`src/rtl/ovl_pkg.sv`:
```
package ovl_pkg;
  typedef enum logic [1:0] {
    ST_IDLE  = 2'd0,
    ST_LINE  = 2'd1,
    ST_FIELD = 2'd2
  } seq_state_e;
endpackage

```
`src/rtl/ovl_sync_fall.sv`:
```
module ovl_sync_fall #(
  parameter int   STAGES  = 2,
  parameter logic RST_LVL = 1'b1
) (
  input  logic clk_i,
  input  logic rst_ni,
  input  logic d_i,
  output logic fall_o
);
  logic [STAGES-1:0] sync_q;
  logic              prev_q;

  always_ff @(posedge clk_i or negedge rst_ni) begin
    if (!rst_ni) begin
      sync_q <= {STAGES{RST_LVL}};
      prev_q <= RST_LVL;
    end else begin
      sync_q <= {sync_q[STAGES-2:0], d_i};
      prev_q <= sync_q[STAGES-1];
    end
  end

  assign fall_o = prev_q & ~sync_q[STAGES-1];
endmodule

```
`src/rtl/ovl_req_slot.sv`:
```
module ovl_req_slot (
  input  logic clk_i,
  input  logic rst_ni,
  input  logic btn_i,
  input  logic host_tgl_i,
  input  logic host_set_i,
  input  logic host_val_i,
  input  logic take_i,
  output logic pend_o,
  output logic op_set_o,
  output logic op_val_o
);
  logic btn_q, pend_q, set_q, val_q;
  logic rise, req;

  assign rise = btn_i & ~btn_q;
  assign req  = rise | host_tgl_i | host_set_i;

  always_ff @(posedge clk_i or negedge rst_ni) begin
    if (!rst_ni) begin
      btn_q  <= 1'b0;
      pend_q <= 1'b0;
      set_q  <= 1'b0;
      val_q  <= 1'b0;
    end else begin
      btn_q <= btn_i;
      if (req) begin
        // newest request replaces any held one; set beats toggle
        pend_q <= 1'b1;
        set_q  <= host_set_i;
        val_q  <= host_set_i & host_val_i;
      end else if (take_i) begin
        pend_q <= 1'b0;
      end
    end
  end

  assign pend_o   = pend_q;
  assign op_set_o = set_q;
  assign op_val_o = val_q;
endmodule

```
`src/rtl/ovl_seq.sv`:
```
module ovl_seq
  import ovl_pkg::*;
#(
  parameter int NCH   = 2,
  parameter int EDGES = 6,
  localparam int CW   = (EDGES > 1) ? $clog2(EDGES) : 1,
  localparam int SW   = (NCH > 1) ? $clog2(NCH) : 1
) (
  input  logic           clk_i,
  input  logic           rst_ni,
  input  logic [NCH-1:0] pend_i,
  input  logic [NCH-1:0] op_set_i,
  input  logic [NCH-1:0] op_val_i,
  input  logic           ls_fall_i,
  input  logic           fb_fall_i,
  output logic [NCH-1:0] take_o,
  output logic [NCH-1:0] en_o,
  output seq_state_e     state_o
);
  localparam logic [CW-1:0] LAST = CW'(EDGES - 1);

  seq_state_e     state_q;
  logic [CW-1:0]  cnt_q;
  logic [SW-1:0]  sel_q, pick;
  logic           set_q, val_q;
  logic [NCH-1:0] en_q;

  always_comb begin
    pick = '0;
    for (int c = NCH - 1; c >= 0; c--) begin
      if (pend_i[c]) pick = SW'(c);
    end
  end

  always_comb begin
    take_o = '0;
    if (state_q == ST_IDLE && |pend_i) take_o[pick] = 1'b1;
  end

  always_ff @(posedge clk_i or negedge rst_ni) begin
    if (!rst_ni) begin
      state_q <= ST_IDLE;
      cnt_q   <= '0;
      sel_q   <= '0;
      set_q   <= 1'b0;
      val_q   <= 1'b0;
      en_q    <= '0;
    end else begin
      unique case (state_q)
        ST_IDLE: if (|pend_i) begin
          sel_q   <= pick;
          set_q   <= op_set_i[pick];
          val_q   <= op_val_i[pick];
          state_q <= ST_LINE;
        end
        ST_LINE: if (ls_fall_i) begin
          cnt_q   <= '0;
          state_q <= ST_FIELD;
        end
        ST_FIELD: if (fb_fall_i) begin
          if (cnt_q == LAST) begin
            en_q[sel_q] <= set_q ? val_q : ~en_q[sel_q];
            state_q     <= ST_IDLE;
          end else begin
            cnt_q <= cnt_q + 1'b1;
          end
        end
        default: state_q <= ST_IDLE;
      endcase
    end
  end

  assign en_o    = en_q;
  assign state_o = state_q;
endmodule

```
`src/rtl/overlay_toggle_ctrl.sv`:
```
module overlay_toggle_ctrl
  import ovl_pkg::*;
#(
  parameter int NCH         = 2,
  parameter int EDGES       = 6,
  parameter int SYNC_STAGES = 2
) (
  input  logic           clk_i,
  input  logic           rst_ni,
  input  logic [NCH-1:0] btn_i,
  input  logic [NCH-1:0] host_tgl_i,
  input  logic [NCH-1:0] host_set_i,
  input  logic [NCH-1:0] host_val_i,
  input  logic           lsync_i,
  input  logic           fblank_i,
  output logic [NCH-1:0] ovl_en_o,
  output logic [NCH-1:0] led_o
);
  logic           ls_fall, fb_fall;
  logic [NCH-1:0] pend, op_set, op_val, take, en;
  seq_state_e     seq_state;

  ovl_sync_fall #(.STAGES(SYNC_STAGES), .RST_LVL(1'b1)) u_ls_sync (
    .clk_i, .rst_ni, .d_i(lsync_i), .fall_o(ls_fall)
  );

  ovl_sync_fall #(.STAGES(SYNC_STAGES), .RST_LVL(1'b0)) u_fb_sync (
    .clk_i, .rst_ni, .d_i(fblank_i), .fall_o(fb_fall)
  );

  for (genvar c = 0; c < NCH; c++) begin : g_slot
    ovl_req_slot u_slot (
      .clk_i, .rst_ni,
      .btn_i      (btn_i[c]),
      .host_tgl_i (host_tgl_i[c]),
      .host_set_i (host_set_i[c]),
      .host_val_i (host_val_i[c]),
      .take_i     (take[c]),
      .pend_o     (pend[c]),
      .op_set_o   (op_set[c]),
      .op_val_o   (op_val[c])
    );
  end

  ovl_seq #(.NCH(NCH), .EDGES(EDGES)) u_seq (
    .clk_i, .rst_ni,
    .pend_i    (pend),
    .op_set_i  (op_set),
    .op_val_i  (op_val),
    .ls_fall_i (ls_fall),
    .fb_fall_i (fb_fall),
    .take_o    (take),
    .en_o      (en),
    .state_o   (seq_state)
  );

  assign ovl_en_o = en;
  assign led_o    = en;
endmodule

```
`config.mk`:
```
export PLATFORM = sky130hd
export DESIGN_NAME = overlay_toggle_ctrl
export DESIGN_NICKNAME = d
export VERILOG_FILES = /design/src/rtl/ovl_pkg.sv /design/src/rtl/ovl_sync_fall.sv /design/src/rtl/ovl_req_slot.sv /design/src/rtl/ovl_seq.sv /design/src/rtl/overlay_toggle_ctrl.sv
export SDC_FILE = /design/constraint.sdc
export NUM_CORES = 1
export LEC_CHECK = 0
export ABC_CLOCK_PERIOD_IN_PS = 2420
export BUFFER_PORTS_ARGS = -buffer_cell sky130_fd_sc_hd__buf_2
export CAP_MARGIN = 25
export CORE_MARGIN = 4
export CORE_UTILIZATION = 40
export DETAILED_ROUTE_END_ITERATION = 6
export GPL_ROUTABILITY_DRIVEN = 0
export SYNTH_ARGS = -nofsm -noshare
export SYNTH_HDL_FRONTEND = slang
export SYNTH_SLANG_ARGS = --single-unit
export TNS_END_PERCENT = 50
```
`constraint.sdc`:
```
create_clock -name clk_i -period 2.42 [get_ports clk_i]
set_input_delay 0.484 -clock clk_i [delete_from_list [all_inputs] [get_ports clk_i]]
set_output_delay 0.484 -clock clk_i [all_outputs]
set_load 0.05 [all_outputs]
```
; After elaboration in Yosys (flattened, before gate mapping)
; Cells that the tools add are included.
[op_classes]
n_eq_ne = 8
magnitude_cmp = 4
div = 0
n_mul = 0
bitwise = 15
muxes = 28
n_shift = 0
n_reduce_logical = 12
n_addsub = 1
[op_table]
columns = op, n
row1 = 2-to-1 mux 1 bit, 15
row2 = 2-to-1 mux 2 bit, 5
row3 = 2-to-1 mux 3 bit, 3
row4 = inequality test 2 bit (second input constant), 4
row5 = AND reduction 4 bit, 2
row6 = bitwise AND 1 bit, 6
row7 = one-hot mux 2 bit (3 select lines), 1
row8 = one-hot mux 3 bit (2 select lines), 1
row9 = nonzero test 2 bit, 3
row10 = NOT 1 bit, 5
row11 = < comparator 1 x 2 -> 1 bit (second input constant), 2
row12 = OR 1 bit, 4
row13 = adder 3 x 1 -> 3 bit (second input constant), 1
row14 = == test 3 bit (second input constant), 1
row15 = logical AND 1 bit, 3
row16 = AND reduction 3 bit, 1
row17 = bitwise mux 2 bit, 1
row18 = demux 1 bit (select 1 bit), 2
row19 = == test 2 x 1 -> 1 bit (second input constant), 1
row20 = == test 2 bit (second input constant), 1
row21 = greater-or-equal comparator 1 bit (second input constant), 2
row22 = zero test 2 bit, 1
row23 = inequality test 2 x 1 -> 1 bit (second input constant), 1
row24 = AND reduction 2 bit, 1
row25 = OR reduction 2 bit, 1
[totals]
word_cells = 86
mem_count = 0
latchBits = 0
ram_bits = 0
rom_bits = 0
output_inout_bits = 4
register_bits = 24

; Depth between registers and ports, before layout
; Gate-level depths: netlist of the first run.
[logic_depth]
word_depth = 9
ltp_mapped = 5
mapped_depth_nobuf = 5

; Modules after synthesis
; From an unflattened synthesis of the first run, not the netlist that was laid out.
[hier_totals]
hier_cells = 95
hier_area_um2 = 1112.3
[modules_own_cells]
columns = module, cells_per_inst, n_inst, seq_area_each_um2, area_each_um2
row1 = ovl_seq, 59, 1, 250.2, 590.6
row2 = ovl_req_slot, 13, 2, 100.1, 162.7
row3 = ovl_sync_fall (u_ls_sync), 4, 1, 78.8, 92.6
row4 = ovl_sync_fall (u_fb_sync), 4, 1, 75.1, 88.8
row5 = overlay_toggle_ctrl, 2, 1, 0.0, 15.0

; Least setup slack after synthesis of the first run
; No wires, ideal clock.
[synth_path]
path_kind = register -> output
startpoint = register u_seq.en_q[1] (netlist: u_seq.en_o[1])
endpoint = output port ovl_en_o[1]
path_stages_with_launch = 2
arrival_ns = 0.921
required_time_ns = 1.936
slack_ns = 1.015
cell_sequence = dfrtp_1 > buf_4
[synth_lines]
columns = item, line
row1 = from (decl), ovl_seq.sv:26  ; logic [NCH-1:0] en_q;
row2 = "from (signal, indexed assignment)", ovl_seq.sv:62  ; en_q[sel_q] <= set_q ? val_q : ~en_q[sel_q];
row3 = to (decl), overlay_toggle_ctrl.sv:16  ; output logic [NCH-1:0] ovl_en_o,
; No word-level cell between the ends.

; Worst setup path in the final report of the first run
[layout_path]
startpoint = register u_seq.en_q[0] (netlist: u_seq.en_o[0])
endpoint = output port ovl_en_o[0]
; No word-level cell between the ends.

==> results of run 1 <==
layout by cell type (no fill, tap or decap), drive strengths merged:
master and n:
nor2 2, a31oi 1, o22a 1, and3 1, mux2 2, a21oi 6, nor2b 3, dfrtp 21
or2b 1, clkbuf 3, nor3b 3, a22o 2, buf 15, mux2i 2, nand2 7, a311oi 1
a211oi 1, bufinv 1, nand4b 1, dfstp 3, ha 2, inv 5, nor3 1, nand4bb 1
and4bb 1, nand4 1, or2 1, a21o 3, a22oi 2, o21ai 4
worst reg2reg max path: stages (launching register included):
cell,delay [ns]
dfrtp_1,0.47
and4bb_4,0.36
nor3b_2,0.20
mux2_4,0.31
where the power goes:
group	switching, mW	internal [mW]	total, mW
Clock	0.118	0.167	0.286
Sequential	0.0451	0.451	0.496
Combinational	0.0689	0.0640	0.133
Yosys cell counts (2+ instances only):
library cell  number  area (um^2)
dfstp_2            3         78.8
dfrtp_1           21          526
inv_1              5         18.8
buf_4              2         15.0
mux2i_1            2         20.0
a22o_1             2         17.5
nor2b_1            3         18.8
a21oi_1            6         30.0
o21ai_0            3         15.0
nor3b_1            2         15.0
mux2_4             2         30.0
nand2_1            7         26.3
ha_1               2         25.0
nor2_1             2         7.51
a22oi_1            2         15.0
a21o_1             2         15.0
worst max path at each step:
stage                           startpoint             to  slack, ns  depth (start not counted)
after floorplan              u_seq.en_o[1]    ovl_en_o[1]       1.01                          1
after global placement    u_seq.state_o[0]  u_seq.en_o[0]       1.03                          3
after detailed placement  u_seq.state_o[0]  u_seq.en_o[0]       1.00                          3
after CTS                    u_seq.en_o[0]    ovl_en_o[0]       0.90                          1
after global routing         u_seq.en_o[0]       led_o[0]       0.88                          1
final                        u_seq.en_o[0]    ovl_en_o[0]       0.93                          1
sequential cells by signal, summed over array words and instances (netlist names):
name / flops
u_seq.sel_q: 1
u_seq.set_q: 1
u_fb_sync.sync_q: 2
g_slot.u_slot.op_set_o: 2
g_slot.u_slot.op_val_o: 2
u_seq.en_o: 2
u_ls_sync.prev_q: 1
u_seq.state_o: 2
u_seq.val_q: 1
g_slot.u_slot.btn_q: 2
g_slot.u_slot.pend_o: 2
u_seq.cnt_q: 3
u_fb_sync.prev_q: 1
u_ls_sync.sync_q: 2
cells by family after synthesis:
| family | after synthesis |
|---|---|
| buf+inv | 7 |
| compound gates | 21 |
| flops | 24 |
| simple gates | 23 |
| mux | 4 |
| fa+ha+maj | 2 |
area by class of cell:
| cell class | instances | area (um^2) |
|---|---|---|
| Sequential cell | 24 | 604 |
| Clock buffer | 3 | 22.5 |
| Fill cell | 228 | 1150 |
| Clock inverter | 1 | 30.0 |
| Inverter | 5 | 18.8 |
| Multi-Input combinational cell | 50 | 362 |
| Timing Repair Buffer | 15 | 75.1 |
| Tap cell | 28 | 35.0 |
routing by layer:
layer | vias to the layer above | track usage [%] | wire, um
met5 | - | 0 | 0
met4 | 0 | 1.99 | 13
met3 | 2 | 4.01 | 90
met2 | 14 | 18.4 | 743
met1 | 306 | 13.7 | 774
li1 | 319 | - | -
==> run metrics, run 1 <==
Relative slew margins approximately two thirds; Worst-Margin Slew 0.515 ns; Crit path max-delay family flip-flops; DP Area ~1100 um^2; Worst Path Required 1.94 ns; routed len/inst 12.9 um; # IOs 16; Remaining Overflow, GRT 0; RSZ-0062 raised after global routing no; Final Skew roughly 0.0056 ns; Layout area overhead 14.8%; Tot Pwr a little over 900 uW; placed insts 122; hold_buf cts 0; CP bufs+invs 1; die area around 3400 um^2; #FFs+latches synth 24; biggest cell delay along the critical path 0.42 ns; ratio of cells with drive above 1 in the final layout 29.6%; FF-to-FF Start u_seq.state_o[0]; Crit. End Element output pin; post-layout instance area 1150 um^2; DR pass1 iterations 4; slowest stage cell on the critical path dfrtp_1; P_leak around 0.54 nW; aggregate global-route resource usage 11.0%; mapped cell area 1000 um^2; Final Critical Period 1.49 ns; global-route wire length before repair 2870 um; buffers added on ports 15; RR Endpoint u_seq.en_o[0]; largest net degree at the start of global routing 25; vias in the first global route between 600 and 700; mux cell area share after synthesis 5.01%; Post-DRT Antenna Nets 0; # clock sinks 24; Reg clk slew, reported paths 0.13 ns; Num CTS Buffers 3; final hold violations 0; Core Rows 17; Highest Clock Rate 670 MHz; TritonCTS clock tree built; Crit Path Max Fanout 4; core area 2300 um^2; Yosys Warn Count 0; WP data arrival 1.01 ns; asr flop ratio synth 100%; initial antenna violation count 0; final std cells w/o fill between 100 and 150; setup slack after placement approximately 1 ns; via/cell ratio 5.09; synth unique cells 31; Worst VDD drop between 500 and 600 uV; fin worst setup slack 0.927 ns; Die Span X between 50 and 60 um; die height 58.0 um; hpwl dp 1210 um; Worst Hold Class primary input to asynchronous set/reset pin; Synth Area in XOR/XNOR 0%; Layout Nets roughly 110; Starting Density between 40% and 50%; Ant. Diodes 0; Clock Tree Buf Depth 2; sequential area share after synthesis 60.5%; Cells after Synth 81; WL final 1620 um; Synth Net Count 95; final setup vio count 0; Startpoint Class flip-flop; hold slack final 0.120 ns; Max-Cap Viols 0; R2R Setup Slk 0.98 ns; Crit Path Category flip-flop to output pin; status complete, no violations; Post CTS Setup Buffer Count 0; reg2reg path depth 3; Synth Area in Compound Gates 13.8%; Synth Area in Adders 2.50%; Post-Synth Simple-Gate Area 14.9%; Via Count around 640; Root Buffer clkbuf_4; Initial DRC Count 12; Post-synth EDFFs 0; dominant register cell in the synthesized netlist dfrtp_1; worst-skew pair later-pin latency between 0.3 and 0.4 ns; H-tree levels 1; Mean Syn Cell Area 12.3 um^2; DR DRC count 0; Tcrit/Tclk final roughly three fifths; crit path cell chain buf_2; Slew Limit Fails 0; end-of-flow core utilization 49.9%; final setup TNS 0 ns; Pwr Density about 800 nW/um^2; largest family of logic cells by synthesized area simple AND/OR/NAND/NOR gates; CTS resizes 0
Power figures use the tool's default switching activity.
==> run 2, diff against run 1 <==
- ABC_CLOCK_PERIOD_IN_PS: 2420 -> 1490
- clock period: 2.42 -> 1.49 ns (I/O delays scaled with it)
==> run metrics, run 2 (synthesis gave the netlist of run 1 again) <==
worst hold endpoint u_ls_sync.sync_q[0]; routed len/inst 12.8 um (was 12.9 um); P_leak 0.554 nW (was 0.544 nW); global-route wire length before repair 3040 um (was 2870 um); Remaining Overflow, GRT 0 (unchanged); aggregate global-route resource usage 11.7% (was 11.0%); final setup TNS 0 ns (unchanged); buffers added on ports 15 (unchanged); sequential fraction of design power 53.6% (was 54.2%); Root Buffer clkbuf_4 (unchanged); Filler Cell Count 210 (was 228); Worst VDD drop 746 uV (was 505 uV); combinational power share 15.6% (was 14.5%); # IOs 16 (unchanged); WL final 1640 um (was 1620 um); hold_sp lsync_i; H-tree levels 1 (unchanged); largest net degree at the start of global routing 25 (unchanged); largest reg by FF count u_seq.cnt_q (unchanged); Num CTS Buffers 3 (unchanged); die area 3360 um^2 (unchanged); FF-to-FF Start u_fb_sync.sync_q[1] (was u_seq.state_o[0]); hold depth 1; post-layout instance area 1170 um^2 (was 1150 um^2); Core Rows 17 (unchanged); Final Critical Period roughly 1.4 ns; Layout area overhead 16.8% (was 14.8%); Clock Tree Buf Depth 2 (unchanged); status complete, no violations (unchanged); Initial DRC Count 10 (was 12); WP data arrival 1.62 ns (was 1.01 ns); DR DRC count 0 (unchanged); Die Span X 58.0 um (unchanged); Slew Limit Fails 0 (unchanged); vias in the first global route 700 (was 658); Reg clk slew, reported paths 0.13 ns (about the same); Layout Nets 115 (was 113); Crit Path Max Fanout 5 (was 4); Startpoint Class flip-flop (unchanged); core area 2300 um^2 (unchanged); most frequent cells in the layout dfrtp_1, buf_2, a21oi_1, nand2_1, inv_1 (was dfrtp_1, buf_2, nand2_1); Net Switching 382 uW (was 232 uW); max reg flops 3 (unchanged); Worst Hold Class primary input to flip-flop (was primary input to asynchronous set/reset pin); hpwl dp 1220 um (was 1210 um); Worst Path Required 1.70 ns (was 1.94 ns); Post-DRT Antenna Nets 0 (unchanged); final setup vio count 0 (unchanged); Ant. Diodes 0 (unchanged); commonest non-fill, non-tap cell in the layout dfrtp_1 (unchanged); RSZ-0062 raised after global routing no (unchanged); Starting Density 43.5% (unchanged); Highest Clock Rate 708 MHz; Clock power frac 30.8% (was 31.2%); reg2reg path depth 3 (unchanged); initial antenna violation count 0 (unchanged); Worst-Margin Slew 0.519 ns (was 0.515 ns); worst-skew pair later-pin latency 0.31 ns (about the same); Max-Cap Viols 0 (unchanged); sw frac 25.5% (was 25.4%); Crit. End Element flip-flop (was output pin); TritonCTS clock tree built (unchanged); ratio of cells with drive above 1 in the final layout 31.0% (was 29.6%); Final Skew 0.00382 ns (was 0.00562 ns); DP Area 1100 um^2 (was 1090 um^2); Relative slew margins 65.4% (was 65.7%); die height 58.0 um (unchanged); Crit Path Category flip-flop to flip-flop (was flip-flop to output pin); RR Endpoint u_seq.en_o[0] (unchanged); # clock sinks 24 (unchanged); Pwr Density 1280 nW/um^2 (was 797 nW/um^2); Via Count 654 (was 641); Internal 1.12 mW (was 682 uW); Tcrit/Tclk final 94.8%; final hold violations 0 (unchanged); via/cell ratio 5.11 (was 5.09); DR pass1 iterations 2 (was 4); R2R Setup Slk 0.08 ns (was 0.98 ns)
==> run 2: changes by cell type in the layout (fill, tap and decap cells not counted), sizes merged <==
cell,change
buf,+1
dlygate4sd3,+1
==> run 2: area by class of cell <==
cell class | count | area [um^2] | share of cell area (%)
sequential | 24 | 604 | 51.8
multi-input combinational | 50 | 364 | 31.2
timing repair buffer | 17 | 92.6 | 7.93
tap | 28 | 35.0 | 3.00
clock inverter | 1 | 30.0 | 2.57
clock buffer | 3 | 22.5 | 1.93
inverter | 5 | 18.8 | 1.61
==> run 2: through the flow <==
stage / hold WS [ns] / util (%) / setup WS, ns / instances / total power [mW]
after floorplan: 0.00241 / - / 0.145 / 81 / 0.954
after CTS: 0.0492 / 50.7 / 0.0609 / 128 / 1.51
after detailed placement: 0.305 / 48.0 / 0.0859 / 123 / 1.04
final: 0.0635 / 50.8 / 0.0775 / 128 / 1.50
after global routing: 0.0350 / 50.8 / 0.0150 / 128 / 1.60
after global placement: 0.312 / 48.0 / 0.152 / 123 / 1.04
==> run 2: worst max-delay path by stage <==
stage,from,end,slack (ns)
6_report,u_fb_sync.sync_q[1],u_seq.en_o[0],0.08
5_1_grt,u_seq.state_o[1],u_seq.en_o[0],0.02
4_1_cts,u_fb_sync.sync_q[1],u_seq.en_o[0],0.06
3_5_place_dp,u_fb_sync.sync_q[1],u_seq.en_o[0],0.09
3_3_place_gp,u_fb_sync.sync_q[1],u_seq.en_o[0],0.15
2_1_floorplan,u_seq.state_o[0],u_seq.en_o[0],0.15
==> run 2: timing repair <==
action | CTS | global route
hold buffers | 1 | 0
setup buffers | 0 | 0
endpoints found under the setup margin | 0 | 1
resized for setup | 0 | 1
endpoints found under the hold margin | 21 | 0
==> run 2: critical path, stage by stage, from the launching register on <==
cell and delay, ns:
dfrtp_1 0.41, and4bb_4 0.37, nor3b_2 0.22, mux2_4 0.32
==> run 2: power groups by stage <==
stage | clock network (mW) | registers [mW] | logic (mW)
6_report | 0.462 | 0.804 | 0.234
5_1_grt | 0.503 | 0.814 | 0.281
4_1_cts | 0.476 | 0.801 | 0.237
3_5_place_dp | 0 | 0.810 | 0.231
3_3_place_gp | 0 | 0.810 | 0.228
2_1_floorplan | 0 | 0.797 | 0.157
==> run 2: layer usage <==
layer	share of wire (%)	global-route usage [%]	routed length (um)	vias up
li1	-	-	-	327
met5	0	0	0	-
met4	0	1.99	0	0
met1	48	14.7	782	311
met2	47	19.4	768	16
met3	5.7	4.68	93	0
==> run 3, diff against run 2 <==
- ABC_AREA: unset -> 1
==> run metrics, run 3 <==
#FFs+latches synth 24 (unchanged); routed len/inst 9.80 um (was 12.8 um); met3 Usage GRT 2.63% (was 4.68%); Worst path most repeated cell nand2_1; P_leak 0.638 nW (was 0.554 nW); combinational power share 26.3% (was 15.6%); max reg flops 3 (unchanged); hold_sp lsync_i (unchanged); Mean Syn Cell Area 8.50 um^2 (was 12.3 um^2); busiest grt layer met2 (unchanged); core area 2480 um^2 (was 2300 um^2); largest reg by FF count u_seq.cnt_q (unchanged); worst-skew pair later-pin latency 0.32 ns (was 0.31 ns); Layout area overhead 15.4% (was 16.8%); Crit. End Element flip-flop (unchanged); Clock Tree Buf Depth 2 (unchanged); GRT met2 Usage 18.6% (was 19.4%); WL final 1670 um (was 1640 um); Slew Limit Fails 0 (unchanged); vias in the first global route 744 (was 700); commonest non-fill, non-tap cell in the layout nand2_1 (was dfrtp_1); Internal 1.19 mW (was 1.12 mW); Worst-Margin Slew 0.518 ns (was 0.519 ns); Synth Area in XOR/XNOR 0% (unchanged); aggregate global-route resource usage 11.7% (about the same); Synth Area in Adders 2.41% (was 2.50%); Cells after Synth 122 (was 81); Yosys top cell area share 50.7% (was 52.6%); synth top area cells dfrtp_1, nand2_1, dfstp_2 (was dfrtp_1, dfstp_2, a21oi_1); Synth area leader dfrtp_1 (unchanged); Final Skew 0.00651 ns (was 0.00382 ns); die height 58.9 um (was 58.0 um); multi-input logic area 365 um^2 (was 364 um^2); Root Buffer clkbuf_4 (unchanged); # IOs 16 (unchanged); dominant register cell in the synthesized netlist dfrtp_1 (unchanged); # clock sinks 24 (unchanged); ratio of cells with drive above 1 in the final layout 20.0% (was 31.0%); count leader, synth nand2_1 (was dfrtp_1); WP data arrival 1.52 ns (was 1.62 ns); mux cell area share after synthesis 0% (was 5.01%); sequential area share after synthesis 58.3% (was 60.5%); hold slack final 0.0586 ns (was 0.0635 ns); Worst Setup SP u_seq.cnt_q[0] (was u_fb_sync.sync_q[1]); status complete, no violations (unchanged); sw frac 33.1% (was 25.5%); Die Span X 58.9 um (was 58.0 um); Seq. cell area 604 um^2 (unchanged); Worst Hold Class primary input to flip-flop (unchanged); mapped cell area 1040 um^2 (was 1000 um^2); Highest Clock Rate 768 MHz (was 708 MHz); Core Rows 18 (was 17); Net Switching 590 uW (was 382 uW); Tcrit/Tclk final 87.4% (was 94.8%); Final Critical Period 1.30 ns (was 1.41 ns); Via Count 791 (was 654); DR pass1 iterations 4 (was 2); synth unique cells 16 (was 31); global-route wire length before repair 3050 um (was 3040 um); final setup TNS 0 ns (unchanged); Synth Net Count 136 (was 95); Max-Cap Viols 0 (unchanged); Remaining Overflow, GRT 0 (unchanged); Num CTS Buffers 3 (unchanged); slowest stage cell on the critical path dfrtp_1 (unchanged); Filler Cell Count 270 (was 210); most frequent cells in the layout nand2_1, dfrtp_1, buf_2 (was dfrtp_1, buf_2, a21oi_1, nand2_1, inv_1); initial antenna violation count 0 (unchanged); crit path cell chain ha_1 > nand2_1 > nand3_1 > nand2_2 > nand3_1 > nand2_1 > nand2_1 (was and4bb_4 > nor3b_2 > mux2_4); Post-synth EDFFs 0 (unchanged); Pwr Density 1490 nW/um^2 (was 1280 nW/um^2); Worst VDD drop 822 uV (was 746 uV); CTS resizes 0 (unchanged); FF-to-FF Start u_seq.cnt_q[0] (was u_fb_sync.sync_q[1]); Worst Path Required 1.71 ns (was 1.70 ns); largest net degree at the start of global routing 25 (unchanged); Synth Area in Compound Gates 4.34% (was 13.8%); Crit path max-delay family simple AND/OR/NAND/NOR gates (unchanged); via/cell ratio 4.65 (was 5.11); TritonCTS clock tree built (unchanged); Startpoint Class flip-flop (unchanged); H-tree levels 1 (unchanged); buffers added on ports 15 (unchanged); Layout Nets 155 (was 115); final setup vio count 0 (unchanged); Ant. Diodes 0 (unchanged); Clock power frac 26.2% (was 30.8%); die area 3470 um^2 (was 3360 um^2); largest family of logic cells by synthesized area simple AND/OR/NAND/NOR gates (unchanged); Relative slew margins 65.5% (was 65.4%); Initial DRC Count 23 (was 10); Crit Path Category flip-flop to flip-flop (unchanged); M1 GR Usage 14.4% (was 14.7%); Yosys Warn Count 0 (unchanged); Reg clk slew, reported paths 0.13 ns (about the same); asr flop ratio synth 100% (unchanged); top cells by count, synth nand2_1, dfrtp_1, inv_1 (was dfrtp_1, nand2_1, a21oi_1); sequential fraction of design power 47.5% (was 53.6%); Post-Synth Simple-Gate Area 28.5% (was 14.9%); Crit Path Max Fanout 4 (was 5); CP bufs+invs 0 (unchanged); RSZ-0062 raised after global routing no (unchanged); DR DRC count 0 (unchanged); hpwl dp 1290 um (was 1220 um); Starting Density 41.9% (was 43.5%); final hold violations 0 (unchanged); Post-DRT Antenna Nets 0 (unchanged); biggest cell delay along the critical path 0.44 ns (was 0.41 ns)
[run 3: cell types whose count changed after synthesis, sizes merged, moves of 3 or more]
cell	delta
a21oi	-3
nor2	+11
nand3	+7
inv	+9
a21o	-3
nor3b	-3
nand2	+40
nor2b	-3
[run 3: logic make-up (layout without fill, tap and decap cells)]
kind of cell / Yosys count / count (layout)
buf+inv: 16 / 34
flops: 24 / 24
simple gates: 71 / 71
compound gates: 9 / 9
fa+ha+maj: 2 / 2
[run 3: final cells by class]
cell class | instances | area share (%)
inverters | 14 | 4.39
multi-input cells | 82 | 30.5
repair buffers | 16 | 7.11
flip-flops and latches | 24 | 50.5
well taps | 30 | 3.13
clock buffers | 3 | 1.88
clock inverters | 1 | 2.51
[run 3: worst register-to-register path, cell delays in order (launching register included)]
cell     delay, ns
dfrtp_1       0.44
ha_1          0.21
nand2_1       0.08
nand3_1       0.10
nand2_2       0.11
nand3_1       0.13
nand2_1       0.09
nand2_1       0.05
[run 3: routing by layer]
metal  vias up  wire length [um]
li1        411                 -
met1       357               797
met2        19               734
met3         4               106
met4         0                27
met5         -                 0
[run 3: worst paths after layout]
path | endpoint | slack [ns] | cells past startpoint
worst max-delay path | u_seq.cnt_q[2] | 0.19 | 7
worst min-delay path | u_ls_sync.sync_q[0] | 0.06 | 1
worst max register to register | u_seq.cnt_q[2] | 0.19 | 7
worst min register to register | u_fb_sync.sync_q[1] | 0.36 | 0
max in group asynchronous | u_ls_sync.sync_q[1] | 0.66 | 2
min in group asynchronous | u_seq.cnt_q[0] | 0.47 | 2
[run 3: through the flow]
stage	area, um^2	utilization, %	power [mW]	setup WS, ns	instances
finish	1200	48.3	1.78	0.188	170
floorplan	1040	-	1.21	0.276	122
global placement	1130	45.8	1.31	0.288	165
CTS	1200	48.3	1.81	0.175	170
global route	1200	48.3	1.94	0.0552	170
detailed placement	1130	45.8	1.33	0.212	165
[run 3: power groups by stage]
stage	sequential, mW	clock, mW	combinational [mW]
6_report	0.846	0.467	0.469
2_1_floorplan	0.839	0	0.370
4_1_cts	0.848	0.487	0.475
5_1_grt	0.864	0.511	0.566
3_3_place_gp	0.857	0	0.455
3_5_place_dp	0.861	0	0.471
[run 3: repair_timing]
item	4_1_cts	5_1_grt
endpoints found under the hold margin	21	0
buffers inserted	0	0
hold buffers	1	0
